$ cat src/rtl/fill_pkg.sv
package fill_pkg;

    typedef enum logic [1:0] {
        K_LOAD  = 2'd0,
        K_RFO   = 2'd1,
        K_PREF  = 2'd2,
        K_WBACK = 2'd3
    } req_kind_e;

    localparam int LVL_W = 4;

    function automatic logic [LVL_W-1:0] lower_code(input logic [LVL_W-1:0] here);
        return here << 1;
    endfunction

    function automatic logic is_owned(input req_kind_e k);
        return k == K_RFO;
    endfunction

endpackage

$ cat src/rtl/fill_track.sv
module fill_track #(
    parameter int ENTRIES = 4,
    parameter int ADDR_W  = 10,
    parameter int DATA_W  = 16,
    parameter int CYC_W   = 16,
    localparam int IDX_W  = (ENTRIES > 1) ? $clog2(ENTRIES) : 1,
    localparam int CNT_W  = $clog2(ENTRIES + 1)
) (
    input  logic                      clk,
    input  logic                      rst,
    input  logic                      alloc_en,
    input  logic [IDX_W-1:0]          alloc_idx,
    input  logic [ADDR_W-1:0]         alloc_addr,
    input  fill_pkg::req_kind_e       alloc_kind,
    input  logic [fill_pkg::LVL_W-1:0] alloc_lvl,
    input  logic                      alloc_to_i,
    input  logic                      alloc_to_d,
    input  logic [CYC_W-1:0]          alloc_stamp,
    input  logic                      ret_en,
    input  logic [IDX_W-1:0]          ret_idx,
    input  logic [DATA_W-1:0]         ret_data,
    input  logic [CYC_W-1:0]          ret_cycle,
    input  logic                      clr_en,
    input  logic [IDX_W-1:0]          clr_idx,
    input  logic [IDX_W-1:0]          rd_idx,
    output logic [ENTRIES-1:0]        rdy_vec,
    output logic [CYC_W-1:0]          fcyc [ENTRIES],
    output logic [ADDR_W-1:0]         rd_addr,
    output fill_pkg::req_kind_e       rd_kind,
    output logic [fill_pkg::LVL_W-1:0] rd_lvl,
    output logic                      rd_to_i,
    output logic                      rd_to_d,
    output logic [CYC_W-1:0]          rd_stamp,
    output logic [DATA_W-1:0]         rd_data,
    output logic [CNT_W-1:0]          ret_count
);
    typedef struct packed {
        logic [ADDR_W-1:0]          addr;
        fill_pkg::req_kind_e        kind;
        logic [fill_pkg::LVL_W-1:0] lvl;
        logic                       to_i;
        logic                       to_d;
        logic [CYC_W-1:0]           stamp;
        logic [DATA_W-1:0]          data;
        logic [CYC_W-1:0]           fc;
    } ent_t;

    ent_t              ent_q [ENTRIES];
    logic [ENTRIES-1:0] v_q;
    logic [ENTRIES-1:0] r_q;
    logic [CNT_W-1:0]   cnt_q;
    logic               take_alloc;
    logic               take_ret;

    assign take_alloc = alloc_en && !v_q[alloc_idx];
    assign take_ret   = ret_en && v_q[ret_idx] && !r_q[ret_idx];

    always_ff @(posedge clk) begin
        if (rst) begin
            v_q   <= '0;
            r_q   <= '0;
            cnt_q <= '0;
        end else begin
            if (take_alloc) begin
                v_q[alloc_idx]         <= 1'b1;
                r_q[alloc_idx]         <= 1'b0;
                ent_q[alloc_idx].addr  <= alloc_addr;
                ent_q[alloc_idx].kind  <= alloc_kind;
                ent_q[alloc_idx].lvl   <= alloc_lvl;
                ent_q[alloc_idx].to_i  <= alloc_to_i;
                ent_q[alloc_idx].to_d  <= alloc_to_d;
                ent_q[alloc_idx].stamp <= alloc_stamp;
            end
            if (take_ret) begin
                r_q[ret_idx]        <= 1'b1;
                ent_q[ret_idx].data <= ret_data;
                ent_q[ret_idx].fc   <= ret_cycle;
            end
            if (clr_en) begin
                v_q[clr_idx] <= 1'b0;
                r_q[clr_idx] <= 1'b0;
            end
            cnt_q <= cnt_q + CNT_W'(take_ret) - CNT_W'(clr_en);
        end
    end

    generate
        for (genvar g = 0; g < ENTRIES; g++) begin : g_out
            assign fcyc[g]    = ent_q[g].fc;
            assign rdy_vec[g] = v_q[g] && r_q[g];
        end
    endgenerate

    assign rd_addr   = ent_q[rd_idx].addr;
    assign rd_kind   = ent_q[rd_idx].kind;
    assign rd_lvl    = ent_q[rd_idx].lvl;
    assign rd_to_i   = ent_q[rd_idx].to_i;
    assign rd_to_d   = ent_q[rd_idx].to_d;
    assign rd_stamp  = ent_q[rd_idx].stamp;
    assign rd_data   = ent_q[rd_idx].data;
    assign ret_count = cnt_q;

    AST_CNT_MATCHES: assert property (@(posedge clk) disable iff (rst)
        32'(cnt_q) == $countones(v_q & r_q));
    AST_CLR_READY: assert property (@(posedge clk) disable iff (rst)
        clr_en |-> (v_q[clr_idx] && r_q[clr_idx]));

endmodule

$ cat src/rtl/fill_pick.sv
module fill_pick #(
    parameter int ENTRIES = 4,
    parameter int CYC_W   = 16,
    localparam int IDX_W  = (ENTRIES > 1) ? $clog2(ENTRIES) : 1
) (
    input  logic                clk,
    input  logic                rst,
    input  logic [ENTRIES-1:0]  rdy_vec,
    input  logic [CYC_W-1:0]    fcyc [ENTRIES],
    output logic                any,
    output logic [IDX_W-1:0]    idx,
    output logic [CYC_W-1:0]    cyc
);
    always_comb begin
        any = 1'b0;
        idx = '0;
        cyc = '0;
        for (int i = 0; i < ENTRIES; i++) begin
            if (rdy_vec[i] && (!any || fcyc[i] < cyc)) begin
                any = 1'b1;
                idx = IDX_W'(i);
                cyc = fcyc[i];
            end
        end
    end

    AST_PICK_READY: assert property (@(posedge clk) disable iff (rst)
        any |-> rdy_vec[idx]);

endmodule

$ cat src/rtl/fill_lines.sv
module fill_lines #(
    parameter int SETS   = 4,
    parameter int WAYS   = 2,
    parameter int TAG_W  = 8,
    parameter int DATA_W = 16,
    localparam int SET_W = (SETS > 1) ? $clog2(SETS) : 1,
    localparam int WAY_W = (WAYS > 1) ? $clog2(WAYS) : 1
) (
    input  logic              clk,
    input  logic              rst,
    input  logic [SET_W-1:0]  vic_set,
    input  logic [WAY_W-1:0]  vic_way,
    output logic              vic_valid,
    output logic              vic_dirty,
    output logic [TAG_W-1:0]  vic_tag,
    output logic [DATA_W-1:0] vic_data,
    input  logic              wr_en,
    input  logic [TAG_W-1:0]  wr_tag,
    input  logic [DATA_W-1:0] wr_data,
    input  logic              wr_dirty,
    input  logic [SET_W-1:0]  pb_set,
    input  logic [WAY_W-1:0]  pb_way,
    output logic              pb_valid,
    output logic              pb_dirty,
    output logic [TAG_W-1:0]  pb_tag,
    output logic [DATA_W-1:0] pb_data
);
    typedef struct packed {
        logic              valid;
        logic              dirty;
        logic [TAG_W-1:0]  tag;
        logic [DATA_W-1:0] data;
    } line_t;

    line_t line_q [SETS][WAYS];
    line_t vic;
    line_t pb;

    always_ff @(posedge clk) begin
        if (rst) begin
            for (int s = 0; s < SETS; s++) begin
                for (int w = 0; w < WAYS; w++) begin
                    line_q[s][w].valid <= 1'b0;
                    line_q[s][w].dirty <= 1'b0;
                end
            end
        end else if (wr_en) begin
            line_q[vic_set][vic_way] <= '{valid: 1'b1, dirty: wr_dirty,
                                          tag: wr_tag, data: wr_data};
        end
    end

    assign vic       = line_q[vic_set][vic_way];
    assign vic_valid = vic.valid;
    assign vic_dirty = vic.dirty;
    assign vic_tag   = vic.tag;
    assign vic_data  = vic.data;

    assign pb        = line_q[pb_set][pb_way];
    assign pb_valid  = pb.valid;
    assign pb_dirty  = pb.dirty;
    assign pb_tag    = pb.tag;
    assign pb_data   = pb.data;

endmodule

$ cat src/rtl/fill_ctrl.sv
module fill_ctrl #(
    parameter int ENTRIES = 4,
    parameter int SETS    = 4,
    parameter int WAYS    = 2,
    parameter int ADDR_W  = 10,
    parameter int DATA_W  = 16,
    parameter int CYC_W   = 16,
    parameter int IP_W    = 8,
    parameter int STALL_W = 16,
    parameter logic [fill_pkg::LVL_W-1:0] LEVEL = 4'd2,
    localparam int IDX_W  = (ENTRIES > 1) ? $clog2(ENTRIES) : 1,
    localparam int CNT_W  = $clog2(ENTRIES + 1),
    localparam int SET_W  = (SETS > 1) ? $clog2(SETS) : 1,
    localparam int WAY_W  = (WAYS > 1) ? $clog2(WAYS) : 1,
    localparam int TAG_W  = ADDR_W - SET_W,
    localparam int LVL_W  = fill_pkg::LVL_W
) (
    input  logic               clk,
    input  logic               rst,
    input  logic [CYC_W-1:0]   cur_cycle,
    input  logic               alloc_en,
    input  logic [IDX_W-1:0]   alloc_idx,
    input  logic [ADDR_W-1:0]  alloc_addr,
    input  logic [1:0]         alloc_kind,
    input  logic [LVL_W-1:0]   alloc_lvl,
    input  logic               alloc_to_i,
    input  logic               alloc_to_d,
    input  logic [CYC_W-1:0]   alloc_stamp,
    input  logic               ret_en,
    input  logic [IDX_W-1:0]   ret_idx,
    input  logic [DATA_W-1:0]  ret_data,
    input  logic [CYC_W-1:0]   ret_cycle,
    output logic [SET_W-1:0]   fill_set,
    input  logic [WAY_W-1:0]   victim_way,
    input  logic               lwq_full,
    output logic               fill_done,
    output logic [IDX_W-1:0]   fill_idx,
    output logic [CNT_W-1:0]   ret_count,
    output logic [STALL_W-1:0] stall_count,
    output logic               wb_valid,
    output logic [ADDR_W-1:0]  wb_addr,
    output logic [DATA_W-1:0]  wb_data,
    output logic [1:0]         wb_kind,
    output logic [LVL_W-1:0]   wb_lvl,
    output logic [IP_W-1:0]    wb_ip,
    output logic               up_i_valid,
    output logic               up_d_valid,
    output logic [ADDR_W-1:0]  up_addr,
    output logic [DATA_W-1:0]  up_data,
    output logic               lat_valid,
    output logic [CYC_W-1:0]   lat_value,
    input  logic [SET_W-1:0]   pb_set,
    input  logic [WAY_W-1:0]   pb_way,
    output logic               pb_valid,
    output logic               pb_dirty,
    output logic [TAG_W-1:0]   pb_tag,
    output logic [DATA_W-1:0]  pb_data
);
    import fill_pkg::*;

    logic [ENTRIES-1:0] rdy_vec;
    logic [CYC_W-1:0]   fcyc [ENTRIES];
    logic               pick_any;
    logic [IDX_W-1:0]   pick_idx;
    logic [CYC_W-1:0]   pick_cyc;

    logic [ADDR_W-1:0]  e_addr;
    req_kind_e          e_kind;
    logic [LVL_W-1:0]   e_lvl;
    logic               e_to_i;
    logic               e_to_d;
    logic [CYC_W-1:0]   e_stamp;
    logic [DATA_W-1:0]  e_data;

    logic               vic_valid;
    logic               vic_dirty;
    logic [TAG_W-1:0]   vic_tag;
    logic [DATA_W-1:0]  vic_data;

    logic               due;
    logic               need_wb;
    logic               blocked;
    logic               do_fill;
    logic               go_up;

    fill_track #(
        .ENTRIES(ENTRIES), .ADDR_W(ADDR_W), .DATA_W(DATA_W), .CYC_W(CYC_W)
    ) u_track (
        .clk(clk), .rst(rst),
        .alloc_en(alloc_en), .alloc_idx(alloc_idx), .alloc_addr(alloc_addr),
        .alloc_kind(req_kind_e'(alloc_kind)), .alloc_lvl(alloc_lvl),
        .alloc_to_i(alloc_to_i), .alloc_to_d(alloc_to_d), .alloc_stamp(alloc_stamp),
        .ret_en(ret_en), .ret_idx(ret_idx), .ret_data(ret_data), .ret_cycle(ret_cycle),
        .clr_en(do_fill), .clr_idx(pick_idx), .rd_idx(pick_idx),
        .rdy_vec(rdy_vec), .fcyc(fcyc),
        .rd_addr(e_addr), .rd_kind(e_kind), .rd_lvl(e_lvl),
        .rd_to_i(e_to_i), .rd_to_d(e_to_d), .rd_stamp(e_stamp), .rd_data(e_data),
        .ret_count(ret_count)
    );

    fill_pick #(.ENTRIES(ENTRIES), .CYC_W(CYC_W)) u_pick (
        .clk(clk), .rst(rst), .rdy_vec(rdy_vec), .fcyc(fcyc),
        .any(pick_any), .idx(pick_idx), .cyc(pick_cyc)
    );

    assign fill_set = e_addr[SET_W-1:0];

    fill_lines #(
        .SETS(SETS), .WAYS(WAYS), .TAG_W(TAG_W), .DATA_W(DATA_W)
    ) u_lines (
        .clk(clk), .rst(rst),
        .vic_set(fill_set), .vic_way(victim_way),
        .vic_valid(vic_valid), .vic_dirty(vic_dirty),
        .vic_tag(vic_tag), .vic_data(vic_data),
        .wr_en(do_fill), .wr_tag(e_addr[ADDR_W-1:SET_W]), .wr_data(e_data),
        .wr_dirty(is_owned(e_kind)),
        .pb_set(pb_set), .pb_way(pb_way),
        .pb_valid(pb_valid), .pb_dirty(pb_dirty), .pb_tag(pb_tag), .pb_data(pb_data)
    );

    // Fill decision: victim state is read from the store in this same cycle,
    // before the install at the clock edge overwrites it.
    always_comb begin
        due     = pick_any && (cur_cycle >= pick_cyc);
        need_wb = vic_valid && vic_dirty;
        blocked = due && need_wb && lwq_full;
        do_fill = due && !blocked;
        go_up   = e_lvl < LEVEL;
    end

    always_ff @(posedge clk) begin
        if (rst) begin
            stall_count <= '0;
            fill_done   <= 1'b0;
            fill_idx    <= '0;
            wb_valid    <= 1'b0;
            wb_addr     <= '0;
            wb_data     <= '0;
            up_i_valid  <= 1'b0;
            up_d_valid  <= 1'b0;
            up_addr     <= '0;
            up_data     <= '0;
            lat_valid   <= 1'b0;
            lat_value   <= '0;
        end else begin
            stall_count <= stall_count + STALL_W'(blocked);
            fill_done   <= do_fill;
            fill_idx    <= pick_idx;
            wb_valid    <= do_fill && need_wb;
            wb_addr     <= {vic_tag, fill_set};
            wb_data     <= vic_data;
            up_i_valid  <= do_fill && go_up && e_to_i;
            up_d_valid  <= do_fill && go_up && e_to_d;
            up_addr     <= e_addr;
            up_data     <= e_data;
            lat_valid   <= do_fill && (e_stamp != '0);
            lat_value   <= cur_cycle - e_stamp;
        end
    end

    assign wb_kind = K_WBACK;
    assign wb_lvl  = lower_code(LEVEL);
    assign wb_ip   = '0;

    AST_WB_ROOM: assert property (@(posedge clk) disable iff (rst)
        wb_valid |-> !$past(lwq_full));
    AST_STALL_NO_FILL: assert property (@(posedge clk) disable iff (rst)
        (stall_count != $past(stall_count)) |-> !fill_done);
    AST_UP_NEEDS_FILL: assert property (@(posedge clk) disable iff (rst)
        (up_i_valid || up_d_valid) |-> fill_done);
    AST_LAT_NEEDS_FILL: assert property (@(posedge clk) disable iff (rst)
        lat_valid |-> fill_done);

endmodule

$ cat config.mk
export PLATFORM = sky130hd
export DESIGN_NAME = fill_ctrl
export DESIGN_NICKNAME = d
export VERILOG_FILES = /design/src/rtl/fill_pkg.sv /design/src/rtl/fill_track.sv /design/src/rtl/fill_pick.sv /design/src/rtl/fill_lines.sv /design/src/rtl/fill_ctrl.sv
export SDC_FILE = /design/constraint.sdc
export NUM_CORES = 1
export LEC_CHECK = 0
export ABC_AREA = 1
export BUFFER_PORTS_ARGS = -buffer_cell sky130_fd_sc_hd__clkbuf_2
export CAP_MARGIN = 20
export CORE_UTILIZATION = 40
export CTS_CLUSTER_SIZE = 30
export DETAILED_ROUTE_END_ITERATION = 10
export SKIP_CTS_REPAIR_TIMING = 1
export SLEW_MARGIN = 25
export SYNTH_ARGS = -nofsm -noshare
export SYNTH_HDL_FRONTEND = slang
export SYNTH_HIERARCHICAL = 1
export SYNTH_SLANG_ARGS = --single-unit
$ cat constraint.sdc
create_clock -name clk -period 9.15 [get_ports clk]
set_input_delay 1.3725 -clock clk [delete_from_list [all_inputs] [get_ports clk]]
set_output_delay 1.3725 -clock clk [all_outputs]
set_load 0.005 [all_outputs]
# --- After elaboration in Yosys (flattened, before gate mapping) ---
# Memories as Yosys holds them, arrays and structs flattened.
# Index checks and enable logic that the tools add are counted.
word_totals:
  ff_bits: 102
  latch_bits: 0
  ramBits: 472
  rom_bits: 0
  input_bits: 95
  out_inout_bits: 136
  elab_cells: 133
  n_memories: 2
op_classes:
  add_sub_neg: 4
  multipliers: 0
  div_mod_pow: 0
  order_cmp: 14
  n_eq_ne: 1
  shift: 0
  n_mux: 53
  bitwise_logic: 9
  reduce_logical: 35
mem_list:
  columns: ["memory", "depth", "word_bits", "rd", "rd_ports_with_merged_regs", "write_ports", "line_no", "text"]
  rows:
  - ["u_track.ent_q", 4, 66, 5, 0, 2, "fill_track.sv:48", "ent_t ent_q [ENTRIES];"]
  - ["u_lines.line_q", 4, 52, 2, 0, 4, "fill_lines.sv:35", "line_t line_q [SETS][WAYS];"]
op_table:
  columns: ["operator", "n"]
  rows:
  - ["26-bit 2-to-1 mux", 7]
  - ["52-bit 2-to-1 mux", 3]
  - ["16-bit 2-to-1 mux", 4]
  - ["52-bit OR reduction", 1]
  - ["16-bit less-than comparator", 3]
  - ["4-bit 2-to-1 mux", 8]
  - ["26-bit demux with 1-bit select", 1]
  - ["1-bit logical AND", 24]
  - ["1-bit 2-to-1 mux", 21]
  - ["16-bit by 1-bit adder with 16-bit output", 1]
  - ["16-bit greater-or-equal comparator", 1]
  - ["16-bit nonzero test", 1]
  - ["16-bit subtractor", 1]
  - ["4-bit AND", 3]
  - ["2-bit by 3-bit less-than comparator with 1-bit output, second input constant", 3]
  - ["4-bit inverter", 2]
  - ["4-bit OR", 2]
  - ["1-bit binary-select mux with 2-bit select", 3]
  - ["1-bit demux with 2-bit select", 3]
  - ["2-bit by 1-bit greater-or-equal comparator with 1-bit output, second input constant", 3]
  - ["1-bit logical NOT", 6]
  - ["2-bit 2-to-1 mux", 3]
  - ["2-bit greater-or-equal comparator, second input constant", 2]
  - ["4-bit by 2-bit less-than comparator with 1-bit output, second input constant", 1]
  - ["other kinds (6)", 9]

# --- Logic depth before layout (Yosys ltp) ---
# An unclocked memory read counts as a cell.
depth:
  ltp_word: 29
  ltp_mapped: 73
  mapped_depth_nobuf: 64

# --- Modules after synthesis ---
# Netlist, hierarchy kept.
by_module_without_submodules:
  columns: ["mod", "n_inst", "cells_per_inst", "area_per_inst_um2", "seq_area_each_um2"]
  rows:
  - ["fill_lines", 1, 1538, 11478.5, 6165.9]
  - ["fill_track", 1, 722, 10445.0, 8147.8]
  - ["fill_ctrl", 1, 543, 4160.2, 1781.7]
  - ["fill_pick", 1, 312, 1759.2, 0.0]

# --- Worst setup path after synthesis ---
# Ideal clock, no wire load.
synth_timing:
  path_kind: "reg-to-reg"
  start: "reg u_track.r_q[0]"
  end: "mem u_lines/line_q[3][24] (netlist name), enable pin"
  setup_time_ns: 0.296
  t_arrival_ns: 8.412
  path_slack_ns: 0.442
  path_stages_with_launch: 61
  path_buffers: 9
  cell_sequence: "dfxtp_1 -> nand2_1 -> inv_1 -> buf_4 -> clkbuf_1 -> nand2_1 -> ha_1 -> a21oi_1 -> nand3b_1 -> a21oi_1 -> nor2_1 -> nand2_1 -> nand2_2 -> nand2_2 -> clkbuf_1 -> nand2_1 -> o21ai_0 -> ha_1 -> [25 not listed] -> o22ai_1 -> buf_6 -> inv_4 -> buf_6 -> buf_6 -> nand2_1 -> nand2_1 -> nand2_1 -> nand2_1 -> nand2_1 -> nand2_1 -> nand3_1 -> nand3_1 -> inv_1 -> nand3_2 -> nor2_1 -> inv_1 -> nand2_1"
synth_rtl:
  columns: ["element", "line_no", "text"]
  rows:
  - ["start: declaration", "fill_track.sv:50", "logic [ENTRIES-1:0] r_q;"]
  - ["start signal: assignment", "fill_track.sv:61", "r_q <= '0;"]
  - ["start signal: indexed assignment", "fill_track.sv:66", "r_q[alloc_idx] <= 1'b0;"]
  - ["start signal: indexed assignment", "fill_track.sv:75", "r_q[ret_idx] <= 1'b1;"]
  - ["end: declaration", "fill_lines.sv:35", null]

==> results.yml <==
die:
  die_height_um: 265
  fp.dieW_um: 265
  core-area_um2: 68600
  num_rows: 96
  fp.dieArea_um2: 70300
  start_util_pct: 40.4
  ios: 231
critical_path:
  cp_top_family: "simple AND/OR/NAND/NOR gates"
  r2r_start: "u_track/r_q[0]"
  slowest_stage: "inv_1"
  critPathArrivalTime_ns: 8.64
  cp_max_fo: 28
  ff2ff_setup_slack_ns: 0.81
  crit_path_end_kind: "flip-flop"
  reg2reg_depth: 51
  path_common_cell: "nand2_1"
  cp.required_ns: 9.45
  setup.worst_path.class: "flip-flop to flip-flop"
  slowest_delay_ns: 0.46
  start_kind: "flip-flop"
  reg2reg_to: "u_lines/line_q[0][5]"
  path_buf_inv: 11
worst_hold_path:
  timing.hold.worst.start: "u_lines/line_q[3][51]"
  min_path_type: "flip-flop to flip-flop"
  whs_path_depth: 2
  whs_endpoint: "u_lines/line_q[3][51]"
finish:
  final_cells: 4227
  drive_gt1_share_pct: 12.9
  nets: 3418
  final_area_um2: 31500
  area_delta_synth_final_pct: 13.7
sta:
  fmax_ghz: 0.120
  maxSlewHeadroom_pct: 30.9
  finalCriticalPeriod_ns: 8.34
  drv_slew: 0
  tns_ns: 0
  finalHoldViolations: 0
  tightest_slew_ns: 1.04
  setup_slack_ns: 0.808
  setup_violations: 0
  finClkSkew_ns: 0.0338
  rsz0062_at_grt: "no"
  period_share_pct: 91.2
place:
  place_area_um2: 29300
  io_buffers: 215
  place_worst_setup_slack_ns: 0.0509
  place_congestion: 0.891
  dp_cells: 4100
  hpwl_um: 45600
synth:
  syn_inst: 3106
  yosysWarnings: 6
  synth_area_um2: 27700
  avgSynthCellArea_um2: 8.92
global_routing:
  grt_usage_pct: 20.4
  grt_pass1_wl_um: 109000
  overflow: 0
  grt_pass1_vias: 19100
  grt_max_degree: 81
  antenna_found_initial: 14
clock_network:
  clkLatencyLatePin_ns: 0.60
  cts.reportedPaths.clkPinSlew_ns: 0.06
  cts_made_buffers: 66
  htree_num_levels: 3
  clock_sinks: 568
  clockBufferDepth: 3
  cts-root-buf: "clkbuf_16"
  cts_tree: "built"
power_and_ir_drop:
  peakVddDrop_mv: 0.150
  powerDensity_nw_per_um2: 181
  finalPower_w: 0.00570
  p_leak_nw: 14.2
route:
  drtIter0Drc: 1441
  ant_nets: 0
  viasPerCell: 4.80
  wl_um: 71600
  drc: 0
  wl_per_cell_um: 16.9
  vias: 20300
  dr.pass1.iters: 6
flow_run:
  maxCapViolations: 0
outcome:
  status: "complete, no violations"
-- cell usage in the layout, fill, tap and decap left out, types with 6 or more instances in the layout --
| master | n |
|---|---|
| conb_1 | 14 |
| inv_2 | 7 |
| buf_12 | 8 |
| nand2_1 | 1098 |
| clkinv_1 | 15 |
| nand4_1 | 18 |
| clkbuf_1 | 15 |
| nor3_1 | 8 |
| nor2_4 | 11 |
| o21ai_1 | 18 |
| nand3_1 | 157 |
| o22ai_1 | 48 |
| nand2_2 | 8 |
| clkbuf_16 | 71 |
| clkinv_2 | 7 |
| dfxtp_1 | 108 |
| nor2_1 | 214 |
| nor2_2 | 9 |
| o21ai_0 | 135 |
| clkbuf_2 | 213 |
| a21oi_1 | 63 |
| buf_4 | 45 |
| inv_1 | 379 |
| nand3_2 | 6 |
| edfxtp_1 | 460 |
| ha_1 | 80 |
-- worst max-delay path by stage --
stage,from,to,depth (start not counted)
6_report,u_track/r_q[0],u_lines/line_q[0][5],51
2_1_floorplan,u_track/r_q[0],u_lines/line_q[3][24],60
3_3_place_gp,u_track/r_q[0],stall_count[14],55
5_1_grt,u_track/r_q[0],u_track/ret_count[2],58
3_5_place_dp,u_track/r_q[0],stall_count[14],56
4_1_cts,u_track/r_q[0],stall_count[14],56
-- worst register-to-register path, delay by kind of cell (launching register included) --
kind,cells,cell delay (ns)
compound gates,12,2.01
fa+ha+maj,3,0.89
buf+inv,11,1.85
flops,1,0.36
simple gates,25,2.92
-- where the power goes --
group,leakage (nW),total (W),switching [W],internal [W]
sequential,5.04,0.00282,0.00000987,0.00281
combinational,8.12,0.000306,0.000209,0.0000969
clock,1.04,0.00257,0.00103,0.00153
total,14.2,0.00570,0.00125,0.00444
-- area by class of cell --
cell class,count,area (µm²)
timing repair buffer,268,1580
tap,931,1160
inverter,392,1480
fill,6615,37100
sequential,568,16000
clock inverter,29,239
clock buffer,90,1890
antenna,4,10.0
multi-input combinational,1945,9140
-- flip-flops by register name, summed over array words and instances, names as in the netlist, 2 cells and up --
| signal | cells |
|---|---|
| u_lines/line_q | 208 |
| up_data | 16 |
| fill_idx | 2 |
| u_track/ret_count | 3 |
| u_track/r_q | 4 |
| wb_data | 16 |
| stall_count | 16 |
| wb_addr | 10 |
| up_addr | 8 |
| u_track/v_q | 4 |
| lat_value | 16 |
| u_track/ent_q | 260 |
-- metal layers --
metal | GRT usage (%) | vias to the layer above | routed length [µm]
met4 | 7.58 | 20 | 1950
met2 | 34.3 | 541 | 34400
met5 | 0 | - | 118
li1 | - | 10200 | -
met3 | 4.75 | 144 | 4980
met1 | 25.4 | 9401 | 30200
-- metrics by stage --
stage               utilization (%)  hold slack (ns)
floorplan                         -            0.450
global placement               42.7            0.464
detailed placement             42.7            0.472
CTS                            45.8            0.481
global route                   45.9            0.520
finish                         45.9            0.479
Note: power is estimated with default switching activity, not from simulation.
